**config.mk**
```make
export PLATFORM = sky130hd
export DESIGN_NAME = hb_drive_seq
export DESIGN_NICKNAME = d
export VERILOG_FILES = /design/src/rtl/hb_pkg.sv /design/src/rtl/hb_period_timer.sv /design/src/rtl/hb_thermal_guard.sv /design/src/rtl/hb_cmd_shaper.sv /design/src/rtl/hb_edge_spacer.sv /design/src/rtl/hb_drive_seq.sv
export SDC_FILE = /design/constraint.sdc
export NUM_CORES = 1
export LEC_CHECK = 0
export BUFFER_PORTS_ARGS = -buffer_cell sky130_fd_sc_hd__buf_2
export CORE_ASPECT_RATIO = 1.2
export CORE_MARGIN = 3
export CORE_UTILIZATION = 30
export CTS_CLUSTER_DIAMETER = 80
export DETAILED_ROUTE_END_ITERATION = 8
export PLACE_DENSITY = 0.48
export SLEW_MARGIN = 25
export SYNTH_ARGS = -nofsm -noshare
export SYNTH_HDL_FRONTEND = slang
export SYNTH_SLANG_ARGS = --single-unit
```
**constraint.sdc**
```tcl
create_clock -name clk -period 3.47 [get_ports clk]
set_clock_uncertainty 0.1 [all_clocks]
set_input_delay 0.694 -clock clk [delete_from_list [all_inputs] [get_ports clk]]
set_output_delay 0.694 -clock clk [all_outputs]
set_load 0.01 [all_outputs]
```
**src/rtl/hb_pkg.sv**
```systemverilog
`timescale 1ns/1ps
package hb_pkg;
  typedef enum logic {
    MODE_ANTI    = 1'b0,
    MODE_SIGNMAG = 1'b1
  } mod_mode_e;

  // Bit order matters: brake has the highest priority in the spacer.
  typedef struct packed {
    logic brake;
    logic pwm;
    logic dir;
  } drive_t;

  localparam drive_t DRIVE_OFF = '{brake: 1'b1, pwm: 1'b0, dir: 1'b0};
endpackage

```
**src/rtl/hb_period_timer.sv**
```systemverilog
`timescale 1ns/1ps
module hb_period_timer #(
  parameter int CNT_W = 10
) (
  input  logic             clk,
  input  logic             rst,
  output logic [CNT_W-1:0] pos,
  output logic             wrap
);
  always_ff @(posedge clk) begin
    if (rst) pos <= '0;
    else     pos <= pos + 1'b1;
  end

  // Last position of the period: the command is sampled here.
  assign wrap = &pos;
endmodule

```
**src/rtl/hb_thermal_guard.sv**
```systemverilog
`timescale 1ns/1ps
module hb_thermal_guard #(
  parameter int SYNC_STAGES = 2
) (
  input  logic clk,
  input  logic rst,
  input  logic therm_n_i,
  input  logic wrap,
  output logic fault
);
  logic [SYNC_STAGES-1:0] sync_q;
  logic                   warn_s;

  always_ff @(posedge clk) begin
    if (rst) begin
      sync_q <= '1;
    end else begin
      sync_q[0] <= therm_n_i;
      for (int i = 1; i < SYNC_STAGES; i++) sync_q[i] <= sync_q[i-1];
    end
  end

  assign warn_s = ~sync_q[SYNC_STAGES-1];

  // Reset starts in fault so the first period keeps the drivers off.
  always_ff @(posedge clk) begin
    if (rst)         fault <= 1'b1;
    else if (warn_s) fault <= 1'b1;
    else if (wrap)   fault <= 1'b0;
  end

  // the fault is only released at a period boundary
  a_r7_release_at_wrap: assert property (@(posedge clk) disable iff (rst)
    (fault && !wrap) |=> fault);
endmodule

```
**src/rtl/hb_cmd_shaper.sv**
```systemverilog
`timescale 1ns/1ps
module hb_cmd_shaper
  import hb_pkg::*;
#(
  parameter int CMD_W = 11
) (
  input  logic                    clk,
  input  logic                    rst,
  input  logic                    wrap,
  input  logic [CMD_W-2:0]        pos,
  input  logic signed [CMD_W-1:0] cmd_i,
  input  logic                    mode_i,
  input  logic                    brk_i,
  input  logic                    fault,
  input  logic                    cur_dir,
  output drive_t                  target,
  output logic signed [CMD_W-1:0] cmd_q,
  output mod_mode_e               mode_q,
  output logic                    brk_q
);
  localparam int CNT_W = CMD_W - 1;

  logic [CMD_W-1:0] offs;
  logic [CMD_W-1:0] neg;
  logic [CNT_W-1:0] ap_thr;
  logic [CNT_W-1:0] sm_mag;

  // Sample once per period, on its last position.
  always_ff @(posedge clk) begin
    if (rst) begin
      cmd_q  <= '0;
      mode_q <= MODE_ANTI;
      brk_q  <= 1'b0;
    end else if (wrap) begin
      cmd_q  <= cmd_i;
      mode_q <= mod_mode_e'(mode_i);
      brk_q  <= brk_i;
    end
  end

  // Anti-phase threshold: offset-binary command halved.
  assign offs   = {~cmd_q[CMD_W-1], cmd_q[CMD_W-2:0]};
  assign ap_thr = offs[CMD_W-1:1];

  // Sign/magnitude: absolute value saturated to PERIOD-1.
  assign neg    = -cmd_q;
  assign sm_mag = !cmd_q[CMD_W-1] ? cmd_q[CNT_W-1:0] :
                  (neg[CMD_W-1] ? {CNT_W{1'b1}} : neg[CNT_W-1:0]);

  always_comb begin
    target = DRIVE_OFF;
    if (fault) begin
      target = '{brake: 1'b1, pwm: 1'b0, dir: cur_dir};
    end else if (brk_q) begin
      target = '{brake: 1'b1, pwm: 1'b1, dir: cur_dir};
    end else if (mode_q == MODE_ANTI) begin
      target = '{brake: 1'b0, pwm: 1'b1, dir: (pos < ap_thr)};
    end else begin
      target = '{brake: 1'b0, pwm: (pos < sm_mag), dir: ~cmd_q[CMD_W-1]};
    end
  end

  // the sampled command never moves inside a period
  a_r2_hold_in_period: assert property (@(posedge clk) disable iff (rst)
    !wrap |=> $stable({cmd_q, mode_q, brk_q}));
endmodule

```
**src/rtl/hb_edge_spacer.sv**
```systemverilog
`timescale 1ns/1ps
module hb_edge_spacer
  import hb_pkg::*;
#(
  parameter int GUARD = 50
) (
  input  logic   clk,
  input  logic   rst,
  input  drive_t target,
  output drive_t out_q
);
  localparam int GW = $clog2(GUARD + 1);
  localparam logic [GW-1:0] GUARD_V = GW'(GUARD);

  logic [GW-1:0] gap_q;
  logic [2:0]    diff;
  logic          step;
  drive_t        nxt;

  assign diff = target ^ out_q;

  // One edge at a time, brake before pwm before dir.
  always_comb begin
    nxt  = out_q;
    step = 1'b0;
    if (gap_q == GUARD_V) begin
      if (diff[2]) begin
        nxt.brake = target.brake;
        step      = 1'b1;
      end else if (diff[1]) begin
        nxt.pwm = target.pwm;
        step    = 1'b1;
      end else if (diff[0]) begin
        nxt.dir = target.dir;
        step    = 1'b1;
      end
    end
  end

  always_ff @(posedge clk) begin
    if (rst) begin
      out_q <= DRIVE_OFF;
      gap_q <= GUARD_V;
    end else begin
      out_q <= nxt;
      if (step)                 gap_q <= GW'(1);
      else if (gap_q != GUARD_V) gap_q <= gap_q + 1'b1;
    end
  end

  // Independent observer of the spacing at the register output.
  drive_t        prev_q;
  logic [GW-1:0] seen_gap;
  always_ff @(posedge clk) begin
    if (rst) begin
      prev_q   <= DRIVE_OFF;
      seen_gap <= GUARD_V;
    end else begin
      prev_q <= out_q;
      if (out_q != prev_q)          seen_gap <= GW'(1);
      else if (seen_gap != GUARD_V) seen_gap <= seen_gap + 1'b1;
    end
  end

  // reset forces the drivers-off state
  a_r1_reset_off: assert property (@(posedge clk)
    rst |=> (out_q == DRIVE_OFF));
  // never more than one output moves per cycle
  a_r8_single_edge: assert property (@(posedge clk) disable iff (rst)
    $countones(out_q ^ prev_q) <= 1);
  // output changes are at least GUARD cycles apart
  a_r9_guard_gap: assert property (@(posedge clk) disable iff (rst)
    (out_q != prev_q) |-> (seen_gap >= GUARD_V));
endmodule

```
**src/rtl/hb_drive_seq.sv**
```systemverilog
`timescale 1ns/1ps
module hb_drive_seq
  import hb_pkg::*;
#(
  parameter int CMD_W       = 11,
  parameter int GUARD       = 50,
  parameter int SYNC_STAGES = 2
) (
  input  logic                    clk,
  input  logic                    rst,
  input  logic signed [CMD_W-1:0] cmd_i,
  input  logic                    mode_sm_i,
  input  logic                    brake_req_i,
  input  logic                    therm_n_i,
  output logic                    pwm_o,
  output logic                    dir_o,
  output logic                    brake_o
);
  localparam int CNT_W = CMD_W - 1;

  logic [CNT_W-1:0]        pos;
  logic                    wrap;
  logic                    fault;
  drive_t                  target;
  drive_t                  drv;
  logic signed [CMD_W-1:0] cmd_q;
  mod_mode_e               mode_q;
  logic                    brk_q;

  hb_period_timer #(.CNT_W(CNT_W)) u_timer (
    .clk(clk), .rst(rst), .pos(pos), .wrap(wrap)
  );

  hb_thermal_guard #(.SYNC_STAGES(SYNC_STAGES)) u_therm (
    .clk(clk), .rst(rst), .therm_n_i(therm_n_i), .wrap(wrap), .fault(fault)
  );

  hb_cmd_shaper #(.CMD_W(CMD_W)) u_shaper (
    .clk(clk), .rst(rst), .wrap(wrap), .pos(pos),
    .cmd_i(cmd_i), .mode_i(mode_sm_i), .brk_i(brake_req_i),
    .fault(fault), .cur_dir(drv.dir), .target(target),
    .cmd_q(cmd_q), .mode_q(mode_q), .brk_q(brk_q)
  );

  hb_edge_spacer #(.GUARD(GUARD)) u_spacer (
    .clk(clk), .rst(rst), .target(target), .out_q(drv)
  );

  assign pwm_o   = drv.pwm;
  assign dir_o   = drv.dir;
  assign brake_o = drv.brake;

  // no enable pulse can start while the thermal fault is active
  a_r7_no_pwm_in_fault: assert property (@(posedge clk) disable iff (rst)
    fault |=> !$rose(pwm_o));
  // zero sign/magnitude command gives no pulse
  a_r5_sm_zero_quiet: assert property (@(posedge clk) disable iff (rst)
    (mode_q == MODE_SIGNMAG && cmd_q == '0 && !brk_q && !fault) |=> !$rose(pwm_o));
  // anti-phase keeps the enable line high
  a_r3_anti_pwm_high: assert property (@(posedge clk) disable iff (rst)
    (mode_q == MODE_ANTI && !brk_q && !fault && pwm_o) |=> pwm_o);
  // a braking bridge keeps the brake line high
  a_r6_brake_held: assert property (@(posedge clk) disable iff (rst)
    (brk_q && !fault && brake_o) |=> brake_o);
endmodule

```
==> flow_metrics.py, run 1 <==
metrics = {
    "drt": {
        "drt-vias-per-instance": 4.91,
        "vias": 1817,
        "first_pass_iters": 4,
        "wire_length_reported_by_the_detailed_router_um": 4920,
        "routedWlPerCell_um": 13.3,
        "post-route-drc-count": 0,
        "drt.antenna.violating_nets": 0,
        "drt_iter0_markers": 80,
    },
    "floorplan": {
        "floorplan.initialDensity_pct": 31.8,
        "dieHeight_um": 100,
        "die_x_um": 84.7,
        "design.core.area_um2": 7020,
        "fp.dieArea_um2": 8510,
        "pin_count": 19,
        "rows": 33,
    },
    "place": {
        "portbufs": 18,
        "gp_routability_congestion": 0.778,
        "dp_hpwl_um": 3700,
    },
    "clocking": {
        "cts_max_level": 2,
        "cts_made_buffers": 5,
        "root_buffer": "sky130_fd_sc_hd__clkbuf_8",
        "post_cts_hold_buffer_count": 0,
        "numClockSinks": 35,
        "tritoncts": "built",
        "cts.reportedPaths.clkPinSlew_ps": 80,
        "clock_path_buffers": 2,
        "insertion_delay_ps": 290,
    },
    "final_layout": {
        "antenna_diode_instance_count": 0,
        "post_route_cells_drive_above_1_share_pct": 17.3,
        "flow.area_growth_from_synthesis_pct": 15.8,
        "fin_nets": 320,
    },
    "synthesis": {
        "synth.most_common_cell": "sky130_fd_sc_hd__dfxtp_1",
        "synth_largest_area_cell": "sky130_fd_sc_hd__dfxtp_1",
        "yosys_warnings": 0,
        "synth-edff-count": 0,
        "syn_area_um2": 2230,
        "synth.avg_cell_area_um2": 8.61,
        "ys_seq_elements": 35,
        "synth.lib_cells_used.distinct": 51,
        "synth_commonest_cells": "sky130_fd_sc_hd__dfxtp_1 (35), sky130_fd_sc_hd__nor2_1 (32), sky130_fd_sc_hd__ha_1 (22), sky130_fd_sc_hd__nand2_1 (17), sky130_fd_sc_hd__inv_1 (16)",
        "yosys-top-cells-area": "sky130_fd_sc_hd__dfxtp_1 (31%), sky130_fd_sc_hd__ha_1 (12%), sky130_fd_sc_hd__mux2i_1 (5.8%), sky130_fd_sc_hd__nor2_1 (5.4%), sky130_fd_sc_hd__a21oi_1 (3.4%)",
        "yosys_most_used_dff": "sky130_fd_sc_hd__dfxtp_1",
        "postSynthNetCount": 297,
        "syn-instance-count": 259,
        "synth-seq-area-share_pct": 31.4,
        "netlist.area_leader.share_pct": 31.4,
        "synthArstFlopShare_pct": 0,
    },
    "outcome": {
        "run_status": "finished clean",
    },
    "setup_path": {
        "timing.critical_path.fanout_max": 3,
        "cp_data_arrival_time_ps": 3320,
        "r2r_slack_ps": 240,
        "setup.worst_path.class": "reg2reg",
        "timing.critical_path.to_type": "flop",
        "crit_path_start_kind": "flop",
        "data_required_time_at_the_worst_endpoint_ps": 3560,
    },
    "timing": {
        "max_slew_vio_count": 0,
        "timing.final.hold_violations": 0,
        "worst-slew-pin-transition_ps": 595,
        "hold_ws_ps": 304,
        "relSlewSlack_pct": 60.4,
        "setup_viol": 0,
        "achievable-frequency_mhz": 309,
        "fin_crit_ps": 3230,
        "tns_ps": 0,
        "timing.final.crit_share_pct": 93.2,
        "rsz0062_at_grt": "false",
    },
    "global_route": {
        "overflow": 0,
        "grt_pass1_vias": 1813,
        "grt_util_all_layers_pct": 12.6,
        "grt_antenna_before_repair": 0,
        "maximum_number_of_pins_on_one_net_before_global_route_repair": 31,
        "global_route_wire_length_before_repair_um": 8630,
    },
    "pwr": {
        "irDropWorstVdd_mv": 0.282,
        "power.leakage_nw": 1.14,
        "cellPowerDensity_nw_per_um2": 465,
    },
    "job": {
        "drv.max_cap_violation_count": 0,
    },
    "min_path": {
        "hold_path.class": "reg2reg",
    },
}
cell type report:
| class | count | area, um^2 |
|---|---|---|
| fill | 756 | 4440 |
| sequential | 35 | 701 |
| timing repair buffer | 23 | 128 |
| tap | 87 | 109 |
| clock inverter | 3 | 67.6 |
| clock buffer | 5 | 68.8 |
| multi-input combinational | 201 | 1450 |
| inverter | 16 | 60.1 |
stage by stage:
| step | instances | utilization (%) | total power [W] | setup WS, ps | instance area, um^2 |
|---|---|---|---|---|---|
| 6_report | 370 | 36.8 | 0.00120 | 235 | 2580 |
| 3_3_place_gp | 361 | 34.5 | 0.000762 | 19.8 | 2420 |
| 4_1_cts | 369 | 36.5 | 0.00122 | 85.3 | 2560 |
| 5_1_grt | 370 | 36.8 | 0.00128 | 8.83 | 2580 |
| 3_5_place_dp | 361 | 34.5 | 0.000761 | 122 | 2420 |
| 2_1_floorplan | 259 | - | 0.000703 | 323 | 2230 |
worst paths after layout:
kind | depth (start not counted) | end | startpoint
min reg2reg | 1 | u_therm.fault$_SDFFE_PP1P_ | u_therm.sync_q[1]$_SDFF_PP1_
min | 1 | u_therm.fault$_SDFFE_PP1P_ | u_therm.sync_q[1]$_SDFF_PP1_
max reg2reg | 13 | u_spacer.out_q[0]$_SDFFE_PP0P_ | u_shaper.cmd_q[2]$_SDFFE_PP0P_
max | 13 | u_spacer.out_q[0]$_SDFFE_PP0P_ | u_shaper.cmd_q[2]$_SDFFE_PP0P_
flip-flops by register name (all words and copies together), names as in the netlist:
signal	count
u_shaper.brk_q	1
u_shaper.cmd_q	11
u_shaper.mode_q	1
u_spacer.gap_q	6
u_spacer.out_q	3
u_therm.fault	1
u_therm.sync_q	2
u_timer.pos	10
where the power goes:
group / leakage (nW) / switching (W) / internal, W / total, W
logic: 0.793 / 0.000142 / 0.000128 / 0.000270
registers: 0.285 / 0.0000420 / 0.000437 / 0.000479
clock network: 0.0644 / 0.000164 / 0.000287 / 0.000451
per-layer routing:
layer,up-vias,part of all wire [%],track usage [%]
li1,965,-,-
met1,821,48,16.3
met2,22,47,21.0
met3,9,3.2,2.70
met4,0,1.7,3.78
met5,-,0,0
repair_timing:
action,CTS,global route
resized for setup,0,5
setup endpoints to repair,0,5
setup buffers,0,1
layout by cell type, fill, tap and decap left out, types with 6 or more instances in the layout:
cell                      instances
sky130_fd_sc_hd__dfxtp_1         35
sky130_fd_sc_hd__nor2_1          31
sky130_fd_sc_hd__ha_1            22
sky130_fd_sc_hd__buf_2           18
sky130_fd_sc_hd__nand2_1         17
sky130_fd_sc_hd__inv_1           16
sky130_fd_sc_hd__a21oi_1         15
sky130_fd_sc_hd__nand3_1         13
sky130_fd_sc_hd__mux2i_1         13
sky130_fd_sc_hd__o21ai_0          9
sky130_fd_sc_hd__xnor2_1          8
sky130_fd_sc_hd__xor2_1           7
sky130_fd_sc_hd__nor3_1           6
worst max-delay path, stage by stage (launching register included):
cell and delay [ps]:
sky130_fd_sc_hd__dfxtp_1 320, sky130_fd_sc_hd__nor2_2 140, sky130_fd_sc_hd__nand3_1 110, sky130_fd_sc_hd__or4_4 430, sky130_fd_sc_hd__nor3_2 140, sky130_fd_sc_hd__a21boi_0 110, sky130_fd_sc_hd__o22ai_1 170, sky130_fd_sc_hd__ha_1 290
sky130_fd_sc_hd__a211oi_2 170, sky130_fd_sc_hd__o21ai_1 110, sky130_fd_sc_hd__a211oi_2 290, sky130_fd_sc_hd__mux2_4 340, sky130_fd_sc_hd__o21a_1 180, sky130_fd_sc_hd__o221a_1 230
cells by family after synthesis:
logic type                 synth area share [%]
DFF                                        31.4
AOI/OAI and AO/OA                          16.9
xor gates and xnor gates                   5.89
muxes                                      6.51
adders and majority gates                  12.3
buffers and inverters                      4.37
and+or+nand+nor                            22.5
(Power assumes the default switching activity.)
==> run 2, diff against run 1 <==
- ABC_AREA: unset -> 1
==> run 2 against run 1 <==
Effect of this change: wire length decreased by 6.1%; global-route usage is 0.84 points higher; largest cell class unchanged; non-clock buffer count fell by 5; count of clock-buffer cells in the layout did not move; die area down 6.6%; cell count increased by 4.3%; sequential share of layout area grew 2.2 points; critical path depth is 6 higher; clock power about the same; register-to-register slack better by 490 ps; utilization down 0.47 points; synthesized cell count is 8.1% higher.
==> flow_metrics.py, run 2 <==
metrics = {
    "setup_path": {
        "timing.critical_path.to_type": "flop",
        "crit_path_cell_trace": "inv_1 -> ha_1 -> nand3_2 -> nor2_2 -> nand2_2 -> inv_1 -> nor3_1 -> ha_1 -> a21oi_1 -> nand3b_1 -> a21oi_1 -> nor2_1 -> nand2_1 -> nand2_2 -> nand2_2 -> nand2_4 -> nand4_4 -> nor2_1 -> nor2_1",
        "crit_path_top_delay_cell": "sky130_fd_sc_hd__dfxtp_1",
        "crit_family": "simple AND/OR/NAND/NOR gates",
        "crit_buf_inv": 2,
        "timing.critical_path.fanout_max": 7,
        "data_required_time_at_the_worst_endpoint_ps": 3560,
        "crit_path_start_kind": "flop",
        "cp_data_arrival_time_ps": 2840,
        "crit_path_max_incr_delay_ps": 330,
        "setup.worst_path.class": "reg2reg",
    },
    "final_layout": {
        "largest_register_ffs": 11,
        "flow.area_growth_from_synthesis_pct": 15.0,
        "antenna_diode_instance_count": 0,
        "post_route_cells_drive_above_1_share_pct": 17.3,
        "regMostFlops": "u_shaper.cmd_q",
        "fill_cells": 730,
        "finish.utilization_pct": 36.3,
        "fin_nets": 338,
        "biggestRegsByFlops": "u_shaper.cmd_q x11, u_timer.pos x10, u_spacer.gap_q x6",
        "layout_commonest_cell": "sky130_fd_sc_hd__a21oi_1",
        "commonest_cells_after_routing_fill_and_taps_aside": "sky130_fd_sc_hd__a21oi_1 (39), sky130_fd_sc_hd__dfxtp_1 (35), sky130_fd_sc_hd__nand2_1 (34)",
    },
    "pwr": {
        "power.leakage_nw": 1.03,
        "irDropWorstVdd_mv": 0.288,
        "cellPowerDensity_nw_per_um2": 501,
    },
    "clocking": {
        "cts_max_level": 2,
        "cts.reportedPaths.clkPinSlew_ps": 80,
        "postCtsResizedCells": 0,
        "cts_made_buffers": 5,
        "tritoncts": "built",
        "numClockSinks": 35,
        "cts_setup_buffers": 0,
        "post_cts_hold_buffer_count": 0,
        "root_buffer": "sky130_fd_sc_hd__clkbuf_8",
        "clock_path_buffers": 2,
        "insertion_delay_ps": 290,
    },
    "place": {
        "gp_routability_congestion": 0.808,
        "portbufs": 18,
        "dp_hpwl_um": 3530,
    },
    "global_route": {
        "grt_antenna_before_repair": 0,
        "grt_pass1_vias": 1847,
        "maximum_number_of_pins_on_one_net_before_global_route_repair": 27,
        "overflow": 0,
        "grt_util_all_layers_pct": 13.4,
        "global_route_wire_length_before_repair_um": 8440,
    },
    "synthesis": {
        "synth-seq-area-share_pct": 33.8,
        "synth.lib_cells_used.distinct": 29,
        "syn_area_um2": 2070,
        "synth.avg_cell_area_um2": 7.40,
        "synth.most_common_cell": "sky130_fd_sc_hd__a21oi_1",
        "postSynthNetCount": 318,
        "netlist.area_leader.share_pct": 33.8,
        "synthArstFlopShare_pct": 0,
        "ys_seq_elements": 35,
        "synth_largest_area_cell": "sky130_fd_sc_hd__dfxtp_1",
        "yosys_most_used_dff": "sky130_fd_sc_hd__dfxtp_1",
        "yosys-top-cells-area": "sky130_fd_sc_hd__dfxtp_1 (34%), sky130_fd_sc_hd__ha_1 (13%), sky130_fd_sc_hd__a21oi_1 (9.4%), sky130_fd_sc_hd__o21ai_0 (6.3%), sky130_fd_sc_hd__nand2_1 (6.2%)",
        "syn-instance-count": 280,
        "yosys_warnings": 0,
        "synth_commonest_cells": "sky130_fd_sc_hd__a21oi_1 (39), sky130_fd_sc_hd__dfxtp_1 (35), sky130_fd_sc_hd__nand2_1 (34), sky130_fd_sc_hd__inv_1 (27)",
        "synth-edff-count": 0,
    },
    "floorplan": {
        "floorplan.initialDensity_pct": 31.6,
        "pin_count": 19,
        "design.core.area_um2": 6570,
        "rows": 32,
        "fp.dieArea_um2": 7950,
        "die_x_um": 81.9,
        "dieHeight_um": 97.1,
    },
    "drt": {
        "vias": 1849,
        "drt-vias-per-instance": 4.79,
        "routedWlPerCell_um": 12.0,
        "wire_length_reported_by_the_detailed_router_um": 4620,
        "drt_iter0_markers": 40,
        "first_pass_iters": 4,
        "post-route-drc-count": 0,
        "drt.antenna.violating_nets": 0,
    },
    "timing": {
        "timing.final.crit_share_pct": 79.2,
        "tns_ps": 0,
        "fin_crit_ps": 2750,
        "max_slew_vio_count": 0,
        "setup_viol": 0,
        "relSlewSlack_pct": 50.1,
        "timing.final.hold_violations": 0,
        "rsz0062_at_grt": "false",
        "worst-slew-pin-transition_ps": 748,
        "achievable-frequency_mhz": 364,
    },
    "job": {
        "drv.max_cap_violation_count": 0,
    },
    "outcome": {
        "run_status": "finished clean",
    },
    "min_path": {
        "hold_path.class": "reg2reg",
    },
}
[run 2: cell count changes in the layout (fill, tap and decap cells not counted), moves of 9 or more]
| cell | delta |
|---|---|
| sky130_fd_sc_hd__a21oi_1 | +24 |
| sky130_fd_sc_hd__inv_1 | +11 |
| sky130_fd_sc_hd__inv_2 | +9 |
| sky130_fd_sc_hd__mux2i_1 | -13 |
| sky130_fd_sc_hd__nand2_1 | +17 |
| sky130_fd_sc_hd__o21ai_0 | +17 |
[run 2: kinds of logic (layout without fill, tap and decap cells)]
group           count (synthesis)  after routing  share of synthesized area, %
fa+ha+maj                      22             22                          13.3
simple gates                   97             97                          23.4
buf+inv                        41             62                          7.54
flops                          35             35                          33.8
compound gates                 82             82                          20.7
xor+xnor                        3              3                          1.27
[run 2: final timing paths]
path	from	to	slack, ps	cells past startpoint
max reg2reg	u_shaper.cmd_q[0]$_SDFFE_PP0P_	u_spacer.gap_q[0]$_SDFFE_PP0P_	720	19
max	u_shaper.cmd_q[0]$_SDFFE_PP0P_	u_spacer.gap_q[0]$_SDFFE_PP0P_	720	19
min	u_therm.sync_q[0]$_SDFF_PP1_	u_therm.sync_q[1]$_SDFF_PP1_	310	1
min reg2reg	u_therm.sync_q[0]$_SDFF_PP1_	u_therm.sync_q[1]$_SDFF_PP1_	310	1
[run 2: through the flow]
stage | hold slack (ps) | total power (W) | area [um^2] | worst slack [ps] | cells
floorplan | 271 | 0.000693 | 2070 | 1110 | 280
global placement | 293 | 0.000760 | 2250 | 759 | 378
detailed placement | 294 | 0.000758 | 2250 | 720 | 378
CTS | 315 | 0.00121 | 2380 | 704 | 386
global route | 346 | 0.00128 | 2380 | 430 | 386
finish | 312 | 0.00119 | 2380 | 720 | 386
[run 2: metal layers]
| metal | global-route usage (%) | routed length [um] | vias to the layer above |
|---|---|---|---|
| li1 | - | - | 994 |
| met1 | 17.4 | 2180 | 818 |
| met2 | 21.2 | 2150 | 27 |
| met3 | 3.06 | 177 | 10 |
| met4 | 5.50 | 106 | 0 |
| met5 | 0 | 0 | - |
[run 2: final cells by class]
cell class	count	area, um^2	share of cell area [%]
multi-input combinational	204	1220	51.0
sequential	35	701	29.4
inverter	36	135	5.67
tap	85	106	4.46
timing repair buffer	18	90.1	3.78
clock buffer	5	68.8	2.89
clock inverter	3	67.6	2.83
[run 2: power by group]
group          total [W]  switching [W]  internal, W
Combinational   0.000266       0.000154     0.000112
Clock           0.000449       0.000162     0.000287
Sequential      0.000478      0.0000372     0.000441
Total            0.00119       0.000354     0.000840
